**config.mk**
```make
export PLATFORM = sky130hd
export DESIGN_NAME = opr_unit
export DESIGN_NICKNAME = d
export VERILOG_FILES = /design/src/rtl/opr_pkg.sv /design/src/rtl/opr_rf_bank.sv /design/src/rtl/opr_addr_gen.sv /design/src/rtl/opr_unit.sv
export SDC_FILE = /design/constraint.sdc
export NUM_CORES = 1
export LEC_CHECK = 0
export BUFFER_PORTS_ARGS = -buffer_cell sky130_fd_sc_hd__buf_2
export CORE_MARGIN = 2
export CORE_UTILIZATION = 50
export DETAILED_ROUTE_END_ITERATION = 12
export PLACE_DENSITY_LB_ADDON = 0.25
export SYNTH_ARGS = -nofsm -noshare
export SYNTH_HDL_FRONTEND = slang
export SYNTH_SLANG_ARGS = --single-unit
```
**constraint.sdc**
```tcl
create_clock -name clk -period 4 [get_ports clk]
set_clock_uncertainty 0.2 [all_clocks]
set_input_delay 0.8 -clock clk [delete_from_list [all_inputs] [get_ports clk]]
set_output_delay 0.8 -clock clk [all_outputs]
set_load 0.1 [all_outputs]
```
**src/rtl/opr_pkg.sv**
```systemverilog
`timescale 1ns/1ps
package opr_pkg;
    localparam int NREG = 8;
    localparam int IW   = $clog2(NREG);

    localparam logic [IW-1:0] IDX_SP  = 3'd5;
    localparam logic [IW-1:0] IDX_PC  = 3'd6;
    localparam logic [IW-1:0] IDX_PSW = 3'd7;

    typedef enum logic [1:0] {
        ST_IDLE,
        ST_FETCH_PTR,
        ST_ACCESS,
        ST_RESPOND
    } opr_state_e;
endpackage

```
**src/rtl/opr_rf_bank.sv**
```systemverilog
`timescale 1ns/1ps
module opr_rf_bank
    import opr_pkg::*;
#(
    parameter int DW = 16
) (
    input  logic                     clk,
    input  logic                     rst_n,
    input  logic [IW-1:0]            rd_idx,
    output logic [DW-1:0]            rd_data,
    output logic [NREG-1:0][DW-1:0]  regs_o,
    input  logic                     sq_we,
    input  logic [IW-1:0]            sq_idx,
    input  logic [DW-1:0]            sq_data,
    input  logic                     op_we,
    input  logic [IW-1:0]            op_idx,
    input  logic [DW-1:0]            op_data,
    input  logic                     pu_en,
    input  logic [IW-1:0]            pu_idx,
    input  logic [DW-1:0]            pu_val
);
    logic [DW-1:0] regs_q [NREG];

    for (genvar g = 0; g < NREG; g++) begin : g_reg
        localparam logic [IW-1:0] MY_IDX = IW'(g);

        // sequencer port > direct operand write > pointer update
        always_ff @(posedge clk or negedge rst_n) begin
            if (!rst_n)
                regs_q[g] <= '0;
            else if (sq_we && sq_idx == MY_IDX)
                regs_q[g] <= sq_data;
            else if (op_we && op_idx == MY_IDX)
                regs_q[g] <= op_data;
            else if (pu_en && pu_idx == MY_IDX)
                regs_q[g] <= pu_val;
        end

        assign regs_o[g] = regs_q[g];
    end

    assign rd_data = regs_q[rd_idx];
endmodule

```
**src/rtl/opr_addr_gen.sv**
```systemverilog
`timescale 1ns/1ps
module opr_addr_gen
    import opr_pkg::*;
#(
    parameter int DW = 16
) (
    input  logic [IW-1:0] code,
    input  logic          wr,
    input  logic [DW-1:0] cur_val,
    input  logic [DW-1:0] sp_val,
    input  logic [DW-1:0] pc_val,
    output logic [DW-1:0] first_addr,
    output logic          need_fetch,
    output logic          pu_en,
    output logic [IW-1:0] pu_idx,
    output logic [DW-1:0] pu_val
);
    localparam logic [DW-1:0] ONE = DW'(1);

    always_comb begin
        first_addr = cur_val;
        need_fetch = 1'b0;
        pu_en      = 1'b0;
        pu_idx     = code;
        pu_val     = cur_val;
        unique case (code)
            IDX_SP: begin
                pu_en = 1'b1;
                if (wr) begin
                    first_addr = sp_val - ONE;
                    pu_val     = sp_val - ONE;
                end else begin
                    first_addr = sp_val;
                    pu_val     = sp_val + ONE;
                end
            end
            IDX_PC: begin
                pu_en      = 1'b1;
                first_addr = pc_val;
                pu_val     = pc_val + ONE;
            end
            IDX_PSW: begin
                need_fetch = 1'b1;
                pu_en      = 1'b1;
                pu_idx     = IDX_PC;
                first_addr = pc_val;
                pu_val     = pc_val + ONE;
            end
            default: ;
        endcase
    end
endmodule

```
**src/rtl/opr_unit.sv**
```systemverilog
`timescale 1ns/1ps
module opr_unit
    import opr_pkg::*;
#(
    parameter int DW = 16
) (
    input  logic          clk,
    input  logic          rst_n,
    input  logic          op_req,
    input  logic          op_wr,
    input  logic          op_ind,
    input  logic [2:0]    op_reg,
    input  logic [DW-1:0] op_wdata,
    output logic          op_ready,
    output logic          op_done,
    output logic [DW-1:0] op_rdata,
    output logic          mem_req,
    output logic          mem_we,
    output logic [DW-1:0] mem_addr,
    output logic [DW-1:0] mem_wdata,
    input  logic [DW-1:0] mem_rdata,
    input  logic          mem_gnt,
    output logic          upd_en,
    output logic [2:0]    upd_idx,
    input  logic [2:0]    rd_idx,
    output logic [DW-1:0] rd_data,
    input  logic          wr_en,
    input  logic [2:0]    wr_idx,
    input  logic [DW-1:0] wr_data
);
    opr_state_e state_q, state_d;

    logic [NREG-1:0][DW-1:0] regs_w;
    logic [DW-1:0] addr_q, wdata_q, res_q, puval_q;
    logic          wr_q, puen_q;
    logic [IW-1:0] puidx_q;

    logic [DW-1:0] ag_addr, ag_val;
    logic          ag_fetch, ag_en;
    logic [IW-1:0] ag_idx;

    logic accept, in_mem, commit, dir_we;

    opr_addr_gen #(.DW(DW)) u_agen (
        .code       (op_reg),
        .wr         (op_wr),
        .cur_val    (regs_w[op_reg]),
        .sp_val     (regs_w[IDX_SP]),
        .pc_val     (regs_w[IDX_PC]),
        .first_addr (ag_addr),
        .need_fetch (ag_fetch),
        .pu_en      (ag_en),
        .pu_idx     (ag_idx),
        .pu_val     (ag_val)
    );

    assign accept = op_req && (state_q == ST_IDLE);
    assign in_mem = (state_q == ST_FETCH_PTR) || (state_q == ST_ACCESS);
    assign commit = in_mem && mem_gnt && puen_q;
    assign dir_we = accept && !op_ind && op_wr;

    opr_rf_bank #(.DW(DW)) u_bank (
        .clk     (clk),
        .rst_n   (rst_n),
        .rd_idx  (rd_idx),
        .rd_data (rd_data),
        .regs_o  (regs_w),
        .sq_we   (wr_en),
        .sq_idx  (wr_idx),
        .sq_data (wr_data),
        .op_we   (dir_we),
        .op_idx  (op_reg),
        .op_data (op_wdata),
        .pu_en   (commit),
        .pu_idx  (puidx_q),
        .pu_val  (puval_q)
    );

    // state register
    always_ff @(posedge clk or negedge rst_n) begin
        if (!rst_n) state_q <= ST_IDLE;
        else        state_q <= state_d;
    end

    // transitions
    always_comb begin
        state_d = state_q;
        unique case (state_q)
            ST_IDLE: begin
                if (op_req) begin
                    if (!op_ind)       state_d = ST_RESPOND;
                    else if (ag_fetch) state_d = ST_FETCH_PTR;
                    else               state_d = ST_ACCESS;
                end
            end
            ST_FETCH_PTR: if (mem_gnt) state_d = ST_ACCESS;
            ST_ACCESS:    if (mem_gnt) state_d = ST_RESPOND;
            ST_RESPOND:   state_d = ST_IDLE;
            default:      state_d = ST_IDLE;
        endcase
    end

    // operand context captured along the way
    always_ff @(posedge clk or negedge rst_n) begin
        if (!rst_n) begin
            addr_q  <= '0;
            wdata_q <= '0;
            res_q   <= '0;
            wr_q    <= 1'b0;
            puen_q  <= 1'b0;
            puidx_q <= '0;
            puval_q <= '0;
        end else begin
            unique case (state_q)
                ST_IDLE: begin
                    if (accept) begin
                        wr_q    <= op_wr;
                        wdata_q <= op_wdata;
                        if (!op_ind) begin
                            res_q  <= op_wr ? op_wdata : regs_w[op_reg];
                            puen_q <= 1'b0;
                        end else begin
                            addr_q  <= ag_addr;
                            puen_q  <= ag_en;
                            puidx_q <= ag_idx;
                            puval_q <= ag_val;
                        end
                    end
                end
                ST_FETCH_PTR: begin
                    if (mem_gnt) begin
                        addr_q <= mem_rdata;
                        puen_q <= 1'b0;
                    end
                end
                ST_ACCESS: begin
                    if (mem_gnt && !wr_q) res_q <= mem_rdata;
                end
                default: ;
            endcase
        end
    end

    // outputs
    always_comb begin
        op_ready  = (state_q == ST_IDLE);
        op_done   = (state_q == ST_RESPOND);
        op_rdata  = res_q;
        mem_req   = in_mem;
        mem_we    = (state_q == ST_ACCESS) && wr_q;
        mem_addr  = addr_q;
        mem_wdata = wdata_q;
        upd_en    = commit;
        upd_idx   = puidx_q;
    end
endmodule

```
=== After elaboration in Yosys (flattened, before gate mapping) ===
Index checks and enable logic that the tools add are counted.

* Bitwise operators: 1
* Mux-type cells: 55
* Reduce and logical (&&, ||, !) cells: 56
* Order comparisons: 2
* Eq/ne operators: 31
* $add $sub $neg: 3

{| class="wikitable"
|+ Operators by type and width
! cell !! number
|-
| 16-bit two-way mux || 36
|-
| 16-bit case mux with 2 select lines || 4
|-
| 16-bit binary-select mux with 3-bit select || 2
|-
| 3-bit equality test (second input constant) || 12
|-
| 16-bit by 1-bit adder with 16-bit output (second input constant) || 2
|-
| 1-bit logical AND || 31
|-
| 3-bit nonzero test || 8
|-
| 3-bit by 2-bit equality test with 1-bit output (second input constant) || 6
|-
| 16-bit by 1-bit subtractor with 16-bit output (second input constant) || 1
|-
| 2-bit != test (second input constant) || 6
|-
| 2-bit two-way mux || 5
|-
| 3-bit by 1-bit equality test with 1-bit output (second input constant) || 3
|-
| 3-bit logical NOT || 3
|-
| 3-bit AND reduction || 3
|-
| 2-bit case mux with 4 select lines || 1
|-
| 4-bit AND reduction || 2
|-
| 1-bit two-way mux || 5
|-
| 2-bit equality test (second input constant) || 2
|-
| 4-bit >= comparator (second input constant) || 1
|-
| 3-bit by 4-bit < comparator with 1-bit output (second input constant) || 1
|-
| 3-bit NOT with 4-bit output || 1
|-
| 2-bit nonzero test || 2
|-
| 3-bit two-way mux || 1
|-
| 3-bit OR reduction || 1
|-
| 8 further kinds || 9
|}

* Input port bits: 64
* Output and inout bits: 72
* Flip-flop bits (word level): 199

=== Depth between registers and ports, before layout ===
* Depth in word-level cells: 8
* Gate-level depth with buffers: 9

=== By module ===
A second synthesis with hierarchy kept.

* Cell total of the unflattened synthesis: 1414
* Area total of the unflattened synthesis: 14750.4 µm²

{| class="wikitable"
|+ By module, submodules not included
! module !! area an instance (µm²) !! instances !! sequential area each (µm²) !! cells each
|-
| opr_rf_bank || 8868.5 || 1 || 3203.1 || 837
|-
| opr_unit || 4264.1 || 1 || 1776.7 || 323
|-
| opr_addr_gen || 1617.8 || 1 || 0.0 || 254
|}

=== Least setup slack after synthesis ===
OpenSTA, ideal clock, no wires.

* Kind: register -> register
* From: reg state_q[0]
* To: reg u_bank.regs_q, in the netlist u_bank.regs_o[117]
* Setup slack: 119 ps
* Arrival time: 3557 ps
* Setup time: 125 ps
* Cell stages (with the launch flop): 8
* Cells stage by stage: dfrtp_1 -> inv_1 -> ha_1 -> and3_1 -> nand2_1 -> o221ai_1 -> buf_4 -> mux2_2

* Elaborated cells on any way between the ends: 14
* Those cells by class: 2 x eq/ne; 2 x mux; 10 x reduce/logical

{| class="wikitable"
|+ RTL lines
! what !! RTL line !! RTL
|-
| start: declaration || opr_unit.sv:31 || <nowiki>opr_state_e state_q, state_d;</nowiki>
|-
| start signal: assignment || opr_unit.sv:82 || <nowiki>else state_q <= state_d;</nowiki>
|-
| 2-bit by 1-bit equality test with 1-bit output / 2-bit equality test (equally long branches) || opr_unit.sv:58 || <nowiki>assign in_mem = (state_q == ST_FETCH_PTR) || (state_q == ST_ACCESS);</nowiki>
|-
| 1-bit logical OR (*) || opr_unit.sv:58 ||
|-
| via mem_req || opr_unit.sv:17 || <nowiki>output logic mem_req,</nowiki>
|-
| 1-bit logical AND (*) (2 in series) || opr_unit.sv:59 || <nowiki>assign commit = in_mem && mem_gnt && puen_q;</nowiki>
|-
| via upd_en || opr_unit.sv:23 || <nowiki>output logic upd_en,</nowiki>
|-
| 1-bit logical AND (*) || opr_rf_bank.sv:35 || <nowiki>else if (pu_en && pu_idx == MY_IDX)</nowiki>
|-
| 3-bit nonzero test (no line) (*) || -- ||
|-
| end signal: indexed assignment || opr_rf_bank.sv:32 || <nowiki>regs_q[g] <= sq_data;</nowiki>
|-
| end signal: indexed assignment || opr_rf_bank.sv:34 || <nowiki>regs_q[g] <= op_data;</nowiki>
|-
| end signal: indexed assignment || opr_rf_bank.sv:36 || <nowiki>regs_q[g] <= pu_val;</nowiki>
|-
| end: declaration || opr_rf_bank.sv:22 || <nowiki>logic [DW-1:0] regs_q [NREG];</nowiki>
|}

The timed path passes the listed nets; every way through them passes the cells marked *.
A chain may end at the register's enable or synchronous reset.

=== Worst setup path after layout ===
* From: in rd_idx[1]
* To: out rd_data[15]

* Longest elaborated chain between the ends: 4

{| class="wikitable"
|+ RTL lines
! what !! RTL line !! RTL
|-
| start: declaration || opr_unit.sv:25 || <nowiki>input logic [2:0] rd_idx,</nowiki>
|-
| 3-bit NOT with 4-bit output (implied by the code) || opr_rf_bank.sv:42 || <nowiki>assign rd_data = regs_q[rd_idx];</nowiki>
|-
| 16-bit binary-select mux with 3-bit select || opr_rf_bank.sv:42 ||
|-
| 16-bit two-way mux (implied by the code) (2 in series) || opr_rf_bank.sv:42 ||
|-
| end: declaration || opr_unit.sv:26 || <nowiki>output logic [DW-1:0] rd_data,</nowiki>
|}

Every way passes these cells. The select of a mux whose other input is x is not followed.

==> run_results.csv <==
group,metric,value,unit
run_status,outcome,"complete, no violations",
clock_network,cts_buffer_depth,2,
critical_path,cp_cell_sequence,"buf_2, buf_4, mux4_2, mux2_2, buf_2",
place,hpwl,34.7,mm
logic_synthesis,syn-instance-count,1516,
clock_network,clk_pin_slew,0.09,ns
drt,drc,0,
timing,slew_headroom,0.189,
pwr,peakVddDrop,0.000375,V
drt,first_iter_violations,1370,
timing,fin_tns_setup,0,ns
timing,finalSetupViolCount,0,
logic_synthesis,avgSynthCellArea,9.56,µm²
logic_synthesis,synth-seq-area-share,0.344,
logic_synthesis,synthArstFlopShare,1.00,
grt,grt.overflow.total,0,
critical_path,required,3.00,ns
logic_synthesis,ys_seq_elements,199,
grt,antenna_found_initial,1,
timing,fmax,292,MHz
die,die_h,174,µm
timing,worst_slew_pin_slew,1.22,ns
critical_path,crit_top_cell,"buf_2",
logic_synthesis,ys_types,81,
clock_network,cts_root_buf,"clkbuf_16",
grt,grt_pass1_wl,74.7,mm
timing,grt_setup_unrepaired,"false",
timing,finalCritPeriodShare,0.856,
critical_path,worstPathArrival,2.43,ns
pwr,power.density,849,nW/µm²
final_layout,final_common_cell,"dfrtp_1",
final_layout,drive_above_1_share,0.261,
drt,vias_per_cell,6.60,
final_layout,final_cell_mix,"199 x dfrtp_1, 142 x mux2i_1, 134 x buf_2",
die,design.portCount,136,
logic_synthesis,ys.flop_type,"dfrtp_1",
grt,grt_pass1_vias,12052,
critical_path,crit_fanout,29,
critical_path,crit_start,"rd_idx[1]",
drt,vias,12762,
drt,wl,48.7,mm
clock_network,hold_buffers,0,
critical_path,worst-r2r-setup-slack,0.92,ns
die,die_w,174,µm
logic_synthesis,syn_nets,1589,
final_layout,antenna_cells,0,
die,core,28600,µm²
pwr,total_power,13.6,mW
clock_network,post_cts_resized,0,
critical_path,r2r-start,"state_q[0]$_DFFE_PN0P_",
die,row_count,62,
place,portBuffers,135,
timing,final_hold_viol_count,0,
critical_path,ff2ff_path_depth,8,
hold_path,hp-class,"in2async",
critical_path,setup.worst_path.end_class,"output port",
place,post-place-cells,1902,
grt,grt_max_degree,89,
drt,wl_per_cell,25.2,µm
clock_network,cts_max_level,4,
place,place_congestion,0.954,
clock_network,cts_made_buffers,17,
final_layout,layout.cells.non_filler,1934,
flow_run,drv_cap,0,
clock_network,clock-sinks,199,
grt,grt_util_all_layers,0.322,
timing,slew_violations,0,
clock_network,cts_tree,"done",
critical_path,cpPeakStageDelay,0.43,ns
clock_network,post_cts_buffers,0,
pwr,p_leak,7.06,nW
timing,period_minus_slack,3.43,ns
logic_synthesis,ys_warn_count,0,
logic_synthesis,synth_edf_count,0,
die,start_util,0.506,
clock_network,clk_latency,0.45,ns
critical_path,worst-setup-path-type,"in2out",
logic_synthesis,synth_area,14500,µm²
critical_path,crit_slowest_cell,"buf_4",
final_layout,nets,1610,
drt,dr.pass1.iters,7,
final_layout,syn2layout_area_growth,10.2,%
die,dieArea,30400,µm²
drt,final_antenna_net_count,0,
critical_path,startpoint_type,"primary input",
critical path: cells and delay by family:
kind	cells	cell delay, ns
buf+inv	3	0.89
mux	2	0.72
cell type report:
class                   count  area [µm²]
clock buffers              17         425
multi-input cells        1115        8690
fillers                  2552       12700
clock inverters            15         155
flip-flops and latches    199        4980
well taps                 384         480
repair buffers            187        1170
inverters                  17        63.8
cells by family after synthesis:
kind of cell             Yosys count  synth area share
AO/OA/AOI/OAI                    409             0.184
XOR/XNOR                          34            0.0205
adder cells (fa/ha/maj)            9           0.00777
buffers and inverters            202            0.0611
flip-flops                       199             0.344
multiplexers                     304             0.265
AND/OR/NAND/NOR                  359             0.118
per-stage QoR:
stage / worst slack, ns / utilization / hold WS (ns) / cell area (µm²)
after floorplan: 0.119 / - / 0.259 / 14500
after global placement: 0.605 / 0.538 / 0.260 / 15400
after detailed placement: 0.585 / 0.538 / 0.268 / 15400
after CTS: 0.586 / 0.558 / 0.246 / 16000
after global routing: 0.528 / 0.558 / 0.224 / 16000
final: 0.575 / 0.558 / 0.212 / 16000
flip-flops by register name (all words and copies together) (netlist names):
register,count
u_bank.regs_o,128
mem_addr,16
mem_wdata,16
op_rdata,16
puval_q,16
upd_idx,3
state_q,2
puen_q,1
wr_q,1
power by group:
part / switching, mW / internal, mW / total, mW
logic: 5.03 / 2.43 / 7.46
registers: 1.34 / 2.98 / 4.32
clock network: 0.936 / 0.840 / 1.78
total: 7.31 / 6.25 / 13.6
worst paths after layout:
| path | to |
|---|---|
| setup / recovery | rd_data[15] |
| hold reg to reg | mem_addr[10]$_DFFE_PN0P_ |
| setup reg to reg | u_bank.regs_o[5]$_DFFE_PN0P_ |
| max in group asynchronous | u_bank.regs_o[113]$_DFFE_PN0P_ |
| min in group clk | mem_addr[10]$_DFFE_PN0P_ |
| hold / removal | op_rdata[4]$_DFFE_PN0P_ |
metal layers:
| metal | vias up | GRT usage | part of all wire | wire length, µm |
|---|---|---|---|---|
| met5 | - | 0 | 0 | 0 |
| met4 | 0 | 0.0781 | 0.021 | 1020 |
| met3 | 72 | 0.0693 | 0.10 | 4950 |
| met2 | 789 | 0.482 | 0.44 | 21400 |
| met1 | 6289 | 0.476 | 0.44 | 21300 |
| li1 | 5612 | - | - | - |
Yosys cell counts (4+ instances only):
| library cell | number | area share |
|---|---|---|
| xor2_1 | 17 | 0.010 |
| dfrtp_1 | 199 | 0.34 |
| nand2b_1 | 5 | 0.0022 |
| mux2_2 | 108 | 0.084 |
| and3_1 | 9 | 0.0039 |
| buf_1 | 19 | 0.0049 |
| a211oi_1 | 61 | 0.032 |
| inv_1 | 15 | 0.0039 |
| nor2b_1 | 5 | 0.0022 |
| buf_4 | 14 | 0.0073 |
| nand3_1 | 16 | 0.0055 |
| or4_1 | 4 | 0.0021 |
| o21ai_0 | 112 | 0.039 |
| buf_2 | 37 | 0.013 |
| nor4b_1 | 5 | 0.0030 |
| a31oi_1 | 15 | 0.0065 |
| or2_2 | 5 | 0.0022 |
| o22ai_1 | 9 | 0.0039 |
| or3_1 | 10 | 0.0043 |
| o21ai_1 | 4 | 0.0014 |
| nand2_1 | 124 | 0.032 |
| clkbuf_1 | 107 | 0.028 |
| nor2_1 | 118 | 0.031 |
| a221oi_1 | 11 | 0.0066 |
| nand4_1 | 8 | 0.0035 |
| a22oi_1 | 7 | 0.0036 |
| a32oi_1 | 5 | 0.0030 |
| ha_1 | 9 | 0.0078 |
| clkbuf_2 | 5 | 0.0017 |
| o211ai_1 | 4 | 0.0021 |
| o21a_1 | 10 | 0.0052 |
| xnor2_1 | 17 | 0.010 |
| a21oi_1 | 70 | 0.024 |
| nor3_1 | 15 | 0.0052 |
| a21o_1 | 59 | 0.031 |
| mux2i_1 | 142 | 0.098 |
| a221o_1 | 5 | 0.0035 |
| nor4_1 | 10 | 0.0043 |
| mux4_2 | 50 | 0.078 |
| a2111oi_0 | 4 | 0.0024 |
| and2_1 | 4 | 0.0017 |
No activity file was read; power rests on OpenSTA's default activity.
